### src/rtl/irq_merge.sv
module irq_merge #(
  parameter int NSRC = 4,
  parameter int LVLW = 3,
  parameter int DW   = 4
) (
  input  logic            clk,
  input  logic            rst_n,
  input  logic            wr_en,
  input  logic [1:0]      wr_addr,
  input  logic [DW-1:0]   wr_data,
  input  logic [1:0]      rd_addr,
  output logic [DW-1:0]   rd_data,
  input  logic [NSRC-1:0] src_evt,
  input  logic            ack,
  input  logic            gie,
  input  logic [LVLW-1:0] cpu_ipl,
  output logic            irq_req,
  output logic            irq_take
);
  localparam logic [1:0] A_STAT = 2'd0;
  localparam logic [1:0] A_EN   = 2'd1;
  localparam logic [1:0] A_CTRL = 2'd2;

  logic [NSRC-1:0] stat_q, en_q, keep;
  logic [LVLW-1:0] lvl_q;
  logic            stat_wr;

  assign stat_wr = wr_en && (wr_addr == A_STAT);
  assign keep    = stat_wr ? wr_data[NSRC-1:0] : '1;

  always_ff @(posedge clk or negedge rst_n) begin
    if (!rst_n) begin
      stat_q <= '0;
      en_q   <= '0;
      lvl_q  <= '0;
    end else begin
      stat_q <= (stat_q & keep) | src_evt;
      if (wr_en && wr_addr == A_EN)   en_q  <= wr_data[NSRC-1:0];
      if (wr_en && wr_addr == A_CTRL) lvl_q <= wr_data[LVLW-1:0];
    end
  end

  assign irq_req  = |(stat_q & en_q);
  assign irq_take = gie && irq_req && (lvl_q > cpu_ipl);

  always_comb begin
    rd_data = '0;
    case (rd_addr)
      A_STAT:  rd_data[NSRC-1:0] = stat_q;
      A_EN:    rd_data[NSRC-1:0] = en_q;
      A_CTRL:  rd_data[LVLW:0]   = {irq_req, lvl_q};
      default: rd_data = '0;
    endcase
  end

  AST_SET_ONLY_BY_EVENT: assert property (@(posedge clk) disable iff (!rst_n)
    1'b1 |=> ((stat_q & ~$past(stat_q) & ~$past(src_evt)) == '0));
  AST_ACK_KEEPS_STATUS: assert property (@(posedge clk) disable iff (!rst_n)
    (ack && !stat_wr) |=> ((stat_q & $past(stat_q)) == $past(stat_q)));
  AST_ONE_KEEPS: assert property (@(posedge clk) disable iff (!rst_n)
    stat_wr |=> ((stat_q & $past(stat_q & wr_data[NSRC-1:0])) == $past(stat_q & wr_data[NSRC-1:0])));
  AST_SET_WINS: assert property (@(posedge clk) disable iff (!rst_n)
    (src_evt != '0) |=> ((stat_q & $past(src_evt)) == $past(src_evt)));
  AST_TAKE_NEEDS_REQ: assert property (@(posedge clk) disable iff (!rst_n)
    irq_take |-> (irq_req && gie));
  AST_LVL0_SILENT: assert property (@(posedge clk) disable iff (!rst_n)
    (rd_addr == A_CTRL && rd_data[LVLW-1:0] == '0) |-> !irq_take);
endmodule

### config.mk
export PLATFORM = sky130hd
export DESIGN_NAME = irq_merge
export DESIGN_NICKNAME = d
export VERILOG_FILES = /design/src/rtl/irq_merge.sv
export SDC_FILE = /design/constraint.sdc
export NUM_CORES = 1
export LEC_CHECK = 0
export ABC_AREA = 1
export BUFFER_PORTS_ARGS = -buffer_cell sky130_fd_sc_hd__buf_2
export CAP_MARGIN = 25
export CORE_UTILIZATION = 40
export DETAILED_ROUTE_END_ITERATION = 8
export PLACE_DENSITY_LB_ADDON = 0.25
export SETUP_SLACK_MARGIN = 0.2
export SLEW_MARGIN = 0
export SYNTH_ARGS = -nofsm -noshare
export SYNTH_HDL_FRONTEND = slang
export SYNTH_SLANG_ARGS = --single-unit
### constraint.sdc
create_clock -name clk -period 0.95 [get_ports clk]
set_input_delay 0.0475 -clock clk [delete_from_list [all_inputs] [get_ports clk]]
set_output_delay 0.0475 -clock clk [all_outputs]
set_load 0.03 [all_outputs]
* After elaboration in Yosys (flattened, before gate mapping)
Index checks and enable logic that the tools add are counted.
** Storage, ports and cells
- Logic and storage cells :: 21
- Input bits :: 20
- Output and inout port bits :: 6
- Bits in registers :: 11
** Operators by class
- Order comparisons :: 1
- Reductions and logical operators :: 8
- Equal/unequal tests :: 4
- Multiplexer cells :: 2
- Bitwise logic cells :: 3
** Operator list (number)
- 4-bit one-hot mux with 3 select lines :: 1
- 4-bit AND :: 2
- 1-bit logical AND :: 5
- 2-bit by 1-bit equality test with 1-bit output (second input constant) :: 2
- 2-bit equality test (second input constant) :: 2
- 2-bit logical NOT :: 2
- 4-bit two-way mux :: 1
- 4-bit bitwise OR :: 1
- 4-bit OR reduction :: 1
- 3-bit > comparator :: 1

* Logic depth before layout (Yosys ltp)
Gate-level depths: netlist of the first run.
- Depth in word-level cells :: 5
- Depth in mapped cells :: 6
- Depth with buffers taken out :: 6

* Least setup slack after synthesis of the first run
No wires, ideal clock.
- Path kind :: register to output
- Start point :: register lvl_q[2]
- End point :: output irq_take
- Slack :: -0.359 ns
- Cell stages (with the launch flop) :: 6
- Data required time :: 0.902 ns
- Arrival :: 1.261 ns
- Path buffers :: 0
- Cells stage by stage :: dfrtp_1 -> ha_1 -> nand3b_1 -> nand2_1 -> nand2_1 -> nor2_1
** On the way
- Word-level cells in the longest chain between the ends :: 2
** RTL lines
- start, declared :: line 25 : logic [LVLW-1:0] lvl_q;
- start signal, assigned :: line 39 : if (wr_en && wr_addr == A_CTRL) lvl_q <= wr_data[LVLW-1:0];
- 3-bit > comparator :: line 44 : assign irq_take = gie && irq_req && (lvl_q > cpu_ipl);
- 1-bit logical AND :: line 44
- end, declared :: line 18 : output logic irq_take
Every way passes these cells.

* Worst setup path in the final report of the first run
Same ends and word-level chain as after synthesis.

==> results.toml, run 1 <==
[route]
ant_nets = 0
drc = 0
drtIter0Drc = 17
wirelength_um = 1660
first_pass_iters = 6
vias = 732
via_per_inst = 4.88
wl_per_cell_um = 11.0

[timing]
timing.hold.ws_ps = 11.8
fmax_ghz = 0.706
slew_headroom_pct = 84.0
tns_ps = -1680
setup_viol = 6
rsz0062_at_grt = "true"
fin_ws_ps = -467
tightest_slew_ps = 240
period_minus_slack_ps = 1420
fin_crit_sh_pct = 149
hold_violations = 0
finalMaxSlewViolations = 0
finClkSkew_ps = 0

[setup_path]
path_buf_inv = 1
slowest_delay_ps = 410
path_class = "flip-flop to output pin"
critPathRequiredTime_ps = 900
endpoint_kind = "output pin"
worstPathCellList = "ha_4, nand3b_1, nand2_1, nand2_2, nor2_4, buf_6"
start_kind = "flip-flop"
cp_top_family = "flip-flops"
critPathArrivalTime_ps = 1370
cp_slowest_cell = "dfrtp_1"
crit_fanout = 3

[placed_design]
pre_cts_ws_ps = -281
post-place-cells = 136
portBuffers = 24
gp_congestion = 0.753
place_hpwl_um = 1110

[yosys]
synth_area_leaders = "dfrtp_1, nand2_1, o21ai_1"
yosysSeqAreaShare_pct = 43.2
synth.cells.most_frequent = "nand2_1, inv_1, o21ai_1, dfrtp_1, nand3_1"
post_synth.cell_area_avg_um2 = 7.49
ys_types = 13
synth_edf_count = 0
async_flop_share_pct = 100
syn-cell-area_um2 = 637
synth.most_common_cell = "nand2_1"
syn-num-nets = 108
synth_top_area_share_pct = 43.2
synth_seq_cells = 11
ys.flop_type = "dfrtp_1"
ys_warn_count = 0
syn_inst = 85
yosysTopAreaCell = "dfrtp_1"

[cells_and_area]
nets = 158
drive_above_1_share_pct = 55.2
num_antenna_cells = 0
multi_input_area_um2 = 410
fill_cells = 113
seq_area_um2 = 275
syn2layout_area_growth_pct = 82.1
layout.cells.non_filler = 150

[outcome]
run_status = "finished with violations"
violations = "negative setup slack"

[pwr]
irDropWorstVdd_mv = 0.887
fin_total_pwr_w = 0.00159
power_leakage_nw = 0.602
power_density_mw_per_mm2 = 1370

[floorplan]
io_pins = 26
die-width_um = 41.9
die_y_um = 41.9
rows = 14
die_area_mm2 = 0.00176
core_area_mm2 = 0.00149
start_util_pct = 42.8

[clock_network]
cts_tree = "done"
ctsHtreeMaxLevel = 1
clock-root-buffer = "clkbuf_4"
clock_latency_ps = 260
cts.sinks = 11
cts_buffer_depth = 2
cts_buffers = 3
cts.clk_slew.worst_paths_ps = 70

[global_routing]
gr-total-overflow = 0
grt_pass1_vias = 652
grtUsageTotal_pct = 19.1
grt_first_pass_wirelength_um = 2550
grt_antenna_before_repair = 0
grt_max_degree = 12

[worst_hold_path]
hold_class = "primary input to flip-flop"

[flow_run]
maxCapViolations = 0
## stage by stage
stage / instance area, µm² / utilization, %
finish: 1160 / 77.9
global route: 1160 / 77.9
CTS: 1070 / 71.6
detailed placement: 872 / 58.6
global placement: 872 / 58.6
floorplan: 649 / -
## final timing paths
check | depth (start not counted) | end | slack [ps] | start
setup reg to reg | 4 | lvl_q[2]$_DFFE_PN0P_ | 70 | lvl_q[2]$_DFFE_PN0P_
hold reg to reg | 3 | stat_q[0]$_DFF_PN0_ | 590 | stat_q[0]$_DFF_PN0_
hold / removal | 3 | stat_q[2]$_DFF_PN0_ | 10 | wr_data[2]
min in group asynchronous | 2 | stat_q[2]$_DFF_PN0_ | 170 | rst_n
max in group asynchronous | 2 | lvl_q[2]$_DFFE_PN0P_ | 590 | rst_n
setup / recovery | 6 | irq_take | -470 | lvl_q[2]$_DFFE_PN0P_
## cells in the final DEF (no fill, tap or decap), drive strengths merged
master,Yosys,routed
dfrtp,11,11
a21oi,1,1
ha,3,3
clkbuf,0,4
nand4,1,1
buf,0,39
nor2,3,3
o21ai,12,12
inv,14,14
dlygate4sd3,0,6
nand3b,1,1
nand3,12,12
nand2,27,27
## power by group
| group | leakage (nW) | switching [W] | total, W | internal [W] |
|---|---|---|---|---|
| Combinational | 0.463 | 0.000349 | 0.000711 | 0.000363 |
| Sequential | 0.124 | 0.0000373 | 0.000559 | 0.000522 |
| Clock | 0.0150 | 0.000152 | 0.000315 | 0.000163 |
## cells by family (layout without fill, tap and decap cells)
group                      count (synthesis)  after routing  synth area share [%]
buffers and inverters                     14             63                  8.25
AOI/OAI and AO/OA                         13             13                  10.2
and+or+nand+nor                           44             44                  32.4
adders and majority gates                  3              3                  5.89
DFF                                       11             11                  43.2
## per-layer routing
metal	vias up	GRT usage, %	wire length (µm)
li1	375	-	-
met1	330	24.9	763
met2	23	30.0	809
met3	4	2.61	63
met4	0	11.6	21
met5	-	0	0
## sequential cells by signal, summed over array words and instances, names as in the netlist
signal  count
lvl_q       3
stat_q      4
en_q        4
## layout make-up
cell class	instances	share of cell area, %
timing repair buffer	45	32.4
tap	16	1.73
inverter	14	4.53
sequential	11	23.7
clock buffer	4	2.27
multi-input combinational	60	35.4
## what timing repair did
item                                    4_1_cts  5_1_grt
hold buffers                                  5        1
endpoints found under the setup margin        9       16
pin swaps                                     9       10
resized for setup                            29       19
buffers inserted                              1        3
endpoints found under the hold margin        15        1
## worst reg2reg max path: cells and delay by family, from the launching register on
| kind | cells | cell delay (ps) |
|---|---|---|
| and+or+nand+nor | 1 | 50 |
| AOI/OAI and AO/OA | 1 | 60 |
| buffers and inverters | 2 | 260 |
| DFF | 1 | 410 |
Note: power is estimated with default switching activity, not from simulation.
==> run 2, diff against run 1 <==
- GPL_TIMING_DRIVEN: default -> 0
==> results.toml, run 2 (synthesis gave the netlist of run 1 again) <==
[clock_network]
cts.sinks = 11
ctsHtreeMaxLevel = 1
cts_tree = "done"
clock-root-buffer = "clkbuf_4"
cts_buffers = 3
cts_buffer_depth = 2
cts.clk_slew.worst_paths_ps = 70
clock_latency_ps = 260

[global_routing]
grt_first_pass_wirelength_um = 2610
grt_pass1_vias = 641
grtUsageTotal_pct = 20.0
gr-total-overflow = 0
grt_antenna_before_repair = 0
grt_max_degree = 12

[worst_hold_path]
worstHoldStart = "wr_data[1]"
hold_class = "primary input to flip-flop"

[pwr]
power_leakage_nw = 0.540
switching_share_pct = 34.3
comb_power_share_pct = 39.4
clockPowerShare_pct = 21.7
switchingPower_w = 0.000502
irDropWorstVdd_mv = 0.906
power_density_mw_per_mm2 = 1420
power_frac_seq_pct = 38.9
p_int_w = 0.000960

[placed_design]
gp_congestion = 0.772
place_hpwl_um = 1100
post-place-cells = 125
portBuffers = 24

[cells_and_area]
drive_above_1_share_pct = 43.7
multi_input_area_um2 = 370
layout.cells.non_filler = 142
syn2layout_area_growth_pct = 61.9
final_common_cell = "nand2_1"
nets = 150
largestRegisters = "en_q x4, stat_q x4, lvl_q x3"
num_antenna_cells = 0
fill_cells = 136
layout_common_cells = "nand2_1, buf_2, inv_1"
seq_area_um2 = 275

[route]
drtIter0Drc = 9
first_pass_iters = 2
vias = 684
ant_nets = 0
wirelength_um = 1620
via_per_inst = 4.82
wl_per_cell_um = 11.4
drc = 0

[floorplan]
die_area_mm2 = 0.00176
rows = 14
die_y_um = 41.9
start_util_pct = 42.8
die-width_um = 41.9
io_pins = 26
core_area_mm2 = 0.00149

[setup_path]
endpoint_kind = "output pin"
crit_end = "irq_take"
r2r-start = "lvl_q[2]$_DFFE_PN0P_"
crit_path_start = "lvl_q[2]$_DFFE_PN0P_"
path_class = "flip-flop to output pin"
critPathRequiredTime_ps = 900
reg2reg_to = "lvl_q[2]$_DFFE_PN0P_"
critPathArrivalTime_ps = 1400
crit_fanout = 3
start_kind = "flip-flop"
reg2regPathDepth = 4
r2r_slack_ps = 40

[timing]
timing.hold.ws_ps = 8.45
fin_ws_ps = -497
tightest_slew_ps = 253
slew_headroom_pct = 83.1
fin_crit_sh_pct = 152
tns_ps = -1500
finClkSkew_ps = 0
fmax_ghz = 0.691
finalMaxSlewViolations = 0
setup_viol = 6
rsz0062_at_grt = "true"
hold_violations = 0
period_minus_slack_ps = 1450

[outcome]
run_status = "finished with violations"
violations = "negative setup slack"

[flow_run]
maxCapViolations = 0
run 2: what timing repair did:
action | in CTS | in global routing
endpoints found under the hold margin | 15 | 0
pin swaps | 8 | 3
resized for setup | 17 | 11
cloned | 0 | 0
setup endpoints to repair | 6 | 12
hold buffers | 6 | 0
buffers inserted | 6 | 1
run 2: worst min path at each step:
stage	end	cells past startpoint
6_report	stat_q[1]$_DFF_PN0_	3
5_1_grt	stat_q[1]$_DFF_PN0_	3
4_1_cts	stat_q[1]$_DFF_PN0_	3
3_5_place_dp	en_q[3]$_DFFE_PN0P_	1
3_3_place_gp	en_q[3]$_DFFE_PN0P_	1
2_1_floorplan	en_q[0]$_DFFE_PN0P_	0
run 2: per-stage QoR:
| step | util (%) | total power [W] | worst slack, ps | instance area [µm²] |
|---|---|---|---|---|
| 2_1_floorplan | - | 0.000837 | -193 | 649 |
| 3_3_place_gp | 53.0 | 0.000956 | -301 | 790 |
| 3_5_place_dp | 53.0 | 0.000970 | -322 | 790 |
| 4_1_cts | 66.2 | 0.00142 | -495 | 986 |
| 5_1_grt | 69.2 | 0.00156 | -596 | 1030 |
| 6_report | 69.2 | 0.00146 | -497 | 1030 |
run 2: cell type report:
type	instances	area share, %
repair buffers	37	27.8
well taps	16	1.94
clock buffers	4	2.55
inverters	14	5.10
multi-input cells	60	35.9
flip-flops and latches	11	26.7
run 2: metal layers:
| layer | global-route usage [%] | vias to the layer above | wire (µm) |
|---|---|---|---|
| li1 | - | 359 | - |
| met1 | 24.3 | 298 | 726 |
| met2 | 33.1 | 23 | 783 |
| met3 | 2.17 | 4 | 78 |
| met4 | 13.5 | 0 | 26 |
| met5 | 0 | - | 0 |
run 2: power groups by stage:
| stage | Sequential (W) | Combinational (W) | Clock, W |
|---|---|---|---|
| after floorplan | 0.000562 | 0.000275 | 0 |
| after global placement | 0.000575 | 0.000381 | 0 |
| after detailed placement | 0.000576 | 0.000394 | 0 |
| after CTS | 0.000563 | 0.000536 | 0.000324 |
| after global routing | 0.000576 | 0.000630 | 0.000357 |
| final | 0.000569 | 0.000576 | 0.000317 |
run 2: critical path, stage by stage, from the launching register on:
cell     delay, ps
dfrtp_1        430
ha_4           260
a21oi_1        120
nand2_1         80
nand2_2         90
nor2_4          30
buf_6          130
